[src/rtl/sdac_pkg.sv]
package sdac_pkg;
  localparam int unsigned DEF_CODE_W = 16;
  localparam int unsigned DEF_MODE_W = 8;
  localparam int unsigned DEF_SYNC_STAGES = 2;
  // index of each line inside the synchroniser bus
  localparam int unsigned IDX_SEL  = 0;
  localparam int unsigned IDX_SCLK = 1;
  localparam int unsigned IDX_DATA = 2;
  localparam int unsigned N_LINES  = 3;
endpackage

[src/rtl/sdac_sync.sv]
module sdac_sync #(
  parameter int unsigned W = 3,
  parameter int unsigned STAGES = 2,
  parameter logic [W-1:0] RST_VAL = '0
) (
  input  logic         clk,
  input  logic         rst,
  input  logic [W-1:0] d_i,
  output logic [W-1:0] q_o
);
  logic [W-1:0] chain [STAGES];

  always_ff @(posedge clk) begin
    if (rst) chain[0] <= RST_VAL;
    else     chain[0] <= d_i;
  end

  for (genvar s = 1; s < STAGES; s++) begin : g_stage
    always_ff @(posedge clk) begin
      if (rst) chain[s] <= RST_VAL;
      else     chain[s] <= chain[s-1];
    end
  end

  assign q_o = chain[STAGES-1];
endmodule

[src/rtl/sdac_shifter.sv]
module sdac_shifter #(
  parameter int unsigned FRAME_W = 24
) (
  input  logic               clk,
  input  logic               rst,
  input  logic               sel_s_i,
  input  logic               sclk_s_i,
  input  logic               data_s_i,
  output logic               done_o,
  output logic [FRAME_W-1:0] word_o
);
  localparam int unsigned CW = $clog2(FRAME_W);
  localparam logic [CW-1:0] LAST = CW'(FRAME_W - 1);

  logic          sel_q, sclk_q, armed;
  logic [CW-1:0] cnt;
  logic [FRAME_W-1:0] sh;
  logic          sel_fall, sclk_fall;

  assign sel_fall  = sel_q & ~sel_s_i;
  assign sclk_fall = sclk_q & ~sclk_s_i;

  always_ff @(posedge clk) begin
    if (rst) begin
      sel_q  <= 1'b1;
      sclk_q <= 1'b1;
      armed  <= 1'b0;
      cnt    <= '0;
      sh     <= '0;
      done_o <= 1'b0;
      word_o <= '0;
    end else begin
      sel_q  <= sel_s_i;
      sclk_q <= sclk_s_i;
      done_o <= 1'b0;
      if (sel_s_i) begin
        armed <= 1'b0;
      end else if (sel_fall) begin
        armed <= 1'b1;
        cnt   <= sclk_fall ? CW'(1) : '0;
        if (sclk_fall) sh <= {sh[FRAME_W-2:0], data_s_i};
      end else if (armed && sclk_fall) begin
        sh <= {sh[FRAME_W-2:0], data_s_i};
        if (cnt == LAST) begin
          armed  <= 1'b0;
          cnt    <= '0;
          done_o <= 1'b1;
          word_o <= {sh[FRAME_W-2:0], data_s_i};
        end else begin
          cnt <= cnt + CW'(1);
        end
      end
    end
  end

  p_cnt_range_r3: assert property (@(posedge clk) disable iff (rst)
    cnt < CW'(FRAME_W));
  p_arm_on_fall_r2: assert property (@(posedge clk) disable iff (rst)
    sel_fall |=> armed);
  p_done_pulse_r4: assert property (@(posedge clk) disable iff (rst)
    done_o |=> !done_o);
  p_disarm_after_frame_r5: assert property (@(posedge clk) disable iff (rst)
    done_o |-> !armed);
endmodule

[src/rtl/sdac_regs.sv]
module sdac_regs #(
  parameter int unsigned CODE_W = 16,
  parameter int unsigned MODE_W = 8
) (
  input  logic                     clk,
  input  logic                     rst,
  input  logic                     load_i,
  input  logic [CODE_W+MODE_W-1:0] word_i,
  output logic [CODE_W-1:0]        code_o,
  output logic [MODE_W-1:0]        mode_o,
  output logic [CODE_W-1:0]        offset_o,
  output logic                     upd_o
);
  localparam int unsigned MSB = CODE_W - 1;

  always_ff @(posedge clk) begin
    if (rst) begin
      code_o   <= '0;
      mode_o   <= '0;
      offset_o <= {1'b1, {(CODE_W-1){1'b0}}};
      upd_o    <= 1'b0;
    end else begin
      upd_o <= load_i;
      if (load_i) begin
        code_o   <= word_i[CODE_W-1:0];
        mode_o   <= word_i[CODE_W+MODE_W-1:CODE_W];
        offset_o <= {~word_i[MSB], word_i[MSB-1:0]};
      end
    end
  end

  p_hold_without_load_r6: assert property (@(posedge clk) disable iff (rst)
    !load_i |=> ($stable(code_o) && $stable(mode_o) && !upd_o));
  p_offset_map_r7: assert property (@(posedge clk) disable iff (rst)
    offset_o == {~code_o[MSB], code_o[MSB-1:0]});
  p_strobe_pulse_r8: assert property (@(posedge clk) disable iff (rst)
    upd_o |=> !upd_o);
endmodule

[src/rtl/sdac_frame_rx.sv]
module sdac_frame_rx #(
  parameter int unsigned CODE_W = sdac_pkg::DEF_CODE_W,
  parameter int unsigned MODE_W = sdac_pkg::DEF_MODE_W,
  parameter int unsigned SYNC_STAGES = sdac_pkg::DEF_SYNC_STAGES
) (
  input  logic              clk,
  input  logic              rst,
  input  logic              sync_n_i,
  input  logic              sclk_i,
  input  logic              din_i,
  output logic [CODE_W-1:0] code_o,
  output logic [MODE_W-1:0] mode_o,
  output logic [CODE_W-1:0] offset_o,
  output logic              update_o
);
  import sdac_pkg::*;
  localparam int unsigned FRAME_W = CODE_W + MODE_W;
  localparam logic [N_LINES-1:0] IDLE = N_LINES'(3'b011);

  logic [N_LINES-1:0] raw, synced;
  logic               done;
  logic [FRAME_W-1:0] word;

  assign raw[IDX_SEL]  = sync_n_i;
  assign raw[IDX_SCLK] = sclk_i;
  assign raw[IDX_DATA] = din_i;

  sdac_sync #(.W(N_LINES), .STAGES(SYNC_STAGES), .RST_VAL(IDLE)) u_sync (
    .clk(clk), .rst(rst), .d_i(raw), .q_o(synced)
  );

  sdac_shifter #(.FRAME_W(FRAME_W)) u_shift (
    .clk(clk), .rst(rst),
    .sel_s_i(synced[IDX_SEL]), .sclk_s_i(synced[IDX_SCLK]),
    .data_s_i(synced[IDX_DATA]),
    .done_o(done), .word_o(word)
  );

  sdac_regs #(.CODE_W(CODE_W), .MODE_W(MODE_W)) u_regs (
    .clk(clk), .rst(rst), .load_i(done), .word_i(word),
    .code_o(code_o), .mode_o(mode_o), .offset_o(offset_o), .upd_o(update_o)
  );
endmodule

[config.mk]
export PLATFORM = sky130hd
export DESIGN_NAME = sdac_frame_rx
export DESIGN_NICKNAME = d
export VERILOG_FILES = /design/src/rtl/sdac_pkg.sv /design/src/rtl/sdac_sync.sv /design/src/rtl/sdac_shifter.sv /design/src/rtl/sdac_regs.sv /design/src/rtl/sdac_frame_rx.sv
export SDC_FILE = /design/constraint.sdc
export NUM_CORES = 1
export LEC_CHECK = 0
export CAP_MARGIN = 20
export CORE_AREA = 2 2 123 77
export DETAILED_ROUTE_END_ITERATION = 10
export DIE_AREA = 0 0 125 79
export DONT_BUFFER_PORTS = 1
export PLACE_DENSITY = 0.6
export REMOVE_ABC_BUFFERS = 1
export SLEW_MARGIN = 20
export SYNTH_ARGS = -nofsm -noshare
export SYNTH_HDL_FRONTEND = slang
export SYNTH_SLANG_ARGS = --single-unit
[constraint.sdc]
create_clock -name clk -period 1.9 [get_ports clk]
set_input_delay 0.285 -clock clk [delete_from_list [all_inputs] [get_ports clk]]
set_output_delay 0.285 -clock clk [all_outputs]
set_load 0.005 [all_outputs]
==> impl_metrics.ini <==
[outcome]
status = complete, no violations

[sta]
rsz0062_at_grt = false
tightest_slew_ns = 0.594
fin_skew_ns = 0.00738
setup_viol_count_final = 0
hold_violations = 0
relSlewSlack_pct = 60.4
fmax_mhz = 620
fin_crit_sh_pct = 84.9
layout_min_cycle_time_ns = 1.61
drv_slew = 0

[critical_path]
cp.required_ns = 2.14
r2r_end = u_shift.cnt[0]
end_kind = flip-flop
path_class = flip-flop to flip-flop
start_kind = flip-flop
crit_fanout = 9
r2r_start = u_shift.cnt[0]
reg2regPathDepth = 5
critical_path_arrival_ns = 1.85
r2r_setup_slack_ns = 0.29

[route]
dr.pass1.iters = 5
ant_nets = 0
dr.first_iter.drc_count = 258
route.detailed.drc = 0
vias_per_cell = 5.62
drt-wirelength-per-cell_um = 15.8
route.vias.total = 2635
drt_wl_total_mm = 7.39

[final_layout]
area_growth_pct = 8.96
multiInputGateArea_um2 = 1410
fin_util_pct = 42.5
nNetsFinal = 356
fillCellCount = 888
antenna_cells = 0
drive_above_1_share_pct = 10.5
final-seq-area_um2 = 1760

[min_path]
hold_end = u_regs.code_o[3]
hold_start = rst
min_path_cells = 1
hold_class = primary input to flip-flop

[floorplanning]
io_pins = 46
die_w_um = 125
core_um2 = 8850
rows = 27
initial_core_util_pct = 39.0
dieArea_um2 = 9880
die_h_um = 79

[logic_synthesis]
synth.distinct_cells = 29
synthMuxAreaShare_pct = 6.68
syn_area_um2 = 3450
ys_warn_count = 0
ys_seq_area_share_pct = 51.1
synth_largest_area_cell = dfxtp_1
ys_ff_latch = 88
synth_compound_area_share_pct = 17.7
synthCells = 377
synthXorXnorAreaFrac_pct = 0
avgSynthCellArea_um2 = 9.15
synth-simple-area-share_pct = 16.0
netlist_top_cells_area = dfxtp_1 (51%), a21oi_1 (7.7%), mux2i_1 (6.7%)
synth_top_area_share_pct = 51.1
synth_top_family_by_area = compound AO/OA/AOI/OAI gates
synthAdderAreaFrac_pct = 0.363

[flow_run]
maxCapViolCount = 0

[pwr]
cellLeakagePower_nw = 1.18
power_density_nw_per_um2 = 997
ir_worst_vdd_v = 0.000551
total_power_w = 0.00375

[clock_tree]
numClockSinks = 88
htree_levels = 3
clockBufferDepth = 2
cts_resized = 0
cts-buffers-inserted = 9
tritoncts = yes
postCtsSetupBuffers = 0
clkTransAtPathRegs_ns = 0.06
cts_hold_buf = 0
worstSkewPairLatency_ns = 0.34
cts_root_buf = clkbuf_16

[placement]
dpl.hpwl_mm = 4.34
place_congestion = 0.783
io_buffer_count = 0

[global_routing]
grt_usage_pct = 16.0
grt_pass1_wl_mm = 12.8
grt_pass1_vias = 2611
grt_max_degree = 85
antenna_found_initial = 0
grt_overflow_total = 0
[layout make-up]
cell class	instances	area share (%)
Clock buffer	10	6.36
Multi-Input combinational cell	233	37.4
Clock inverter	4	1.86
Inverter	3	0.300
Tap cell	116	3.86
Sequential cell	88	46.9
Timing Repair Buffer	15	3.33
[synth_stat cells (all sizes together)]
cell type and instances:
o31ai 24, o21ba 1, inv 2, o21ai 28, a311oi 1, buf 28, nor4 1, ha 1
clkinv 1, nand4b 1, clkbuf 25, nand3 25, and4b 1, o21bai 1, or2 6, nor2b 4
nand4 24, nor2 24, a21oi 53, nand4bb 1, and4bb 1, nand2b 5, nand2 4, or3 2
or4 2, mux2i 23, dfxtp 88
[placed cells by master, fill, tap and decap left out, types with 2 or more instances in the layout]
master | Yosys | final
clkinv_2 | 0 | 2
o21ai_0 | 28 | 28
or3_1 | 2 | 2
inv_1 | 2 | 2
or2_2 | 6 | 6
a21oi_1 | 53 | 53
bufinv_16 | 0 | 2
nor2b_1 | 4 | 4
or4_1 | 2 | 2
mux2i_1 | 23 | 23
nand4_1 | 24 | 24
nand2_1 | 4 | 4
nand3_1 | 25 | 25
o31ai_1 | 24 | 24
clkbuf_16 | 0 | 9
buf_4 | 15 | 14
nand2b_1 | 5 | 5
nor2_1 | 24 | 24
dfxtp_1 | 88 | 88
[registers in the layout (all words and copies together) (netlist names)]
| register | cells |
|---|---|
| u_regs.code_o | 16 |
| u_regs.mode_o | 8 |
| u_shift.cnt | 5 |
| u_shift.sh | 23 |
| u_shift.armed | 1 |
| u_shift.done_o | 1 |
| u_regs.upd_o | 1 |
| u_shift.sclk_q | 1 |
| u_shift.word_o | 24 |
| u_sync.chain | 6 |
| u_regs.offset_o | 1 |
| u_shift.sel_q | 1 |
[layer usage]
layer	GRT usage, %	part of all wire [%]
met5	0	0
met3	5.73	6.2
met1	20.9	49
met4	5.00	1.0
met2	24.9	44
[report_power, final]
group	total, W	internal (W)	leakage (nW)	switching [W]
clock	0.00183	0.00117	0.154	0.000665
sequential	0.00186	0.00185	0.710	0.00000591
combinational	0.0000554	0.0000163	0.312	0.0000391
[worst max-delay path, stage by stage, from the launching register on]
cell and delay (ns):
dfxtp_1 0.33, ha_1 0.25, and4b_1 0.21, buf_4 0.17, or3_1 0.30, a311oi_1 0.25
[per-stage QoR]
step                      setup WS [ns]  hold slack [ns]  TNS (ns)  instances  area [um^2]
after global routing              0.207         0.000914         0        469         3760
final                             0.286           0.0328         0        469         3760
after global placement            0.348            0.367         0        455         3450
after detailed placement          0.298            0.367         0        455         3450
after floorplan                  -0.153            0.354    -0.421        324         3180
after CTS                         0.282          0.00427         0        469         3760
[how the worst max path moves through the flow]
stage                                   from        endpoint  depth (start not counted)
after global routing          u_shift.cnt[0]  u_shift.cnt[3]                          5
after global placement        u_shift.cnt[0]  u_shift.cnt[0]                          5
after floorplan           u_sync.chain[1][0]  u_shift.cnt[3]                          3
final                         u_shift.cnt[0]  u_shift.cnt[0]                          5
after CTS                     u_shift.cnt[0]  u_shift.cnt[0]                          5
after detailed placement      u_shift.cnt[0]  u_shift.cnt[0]                          5
[cells by family (layout without fill, tap and decap cells)]
logic type / Yosys count / count (layout)
simple gates: 101 / 101
compound gates: 108 / 108
fa+ha+maj: 1 / 1
buf+inv: 56 / 32
mux: 23 / 23
flops: 88 / 88
Note: power is estimated with default switching activity, not from simulation.
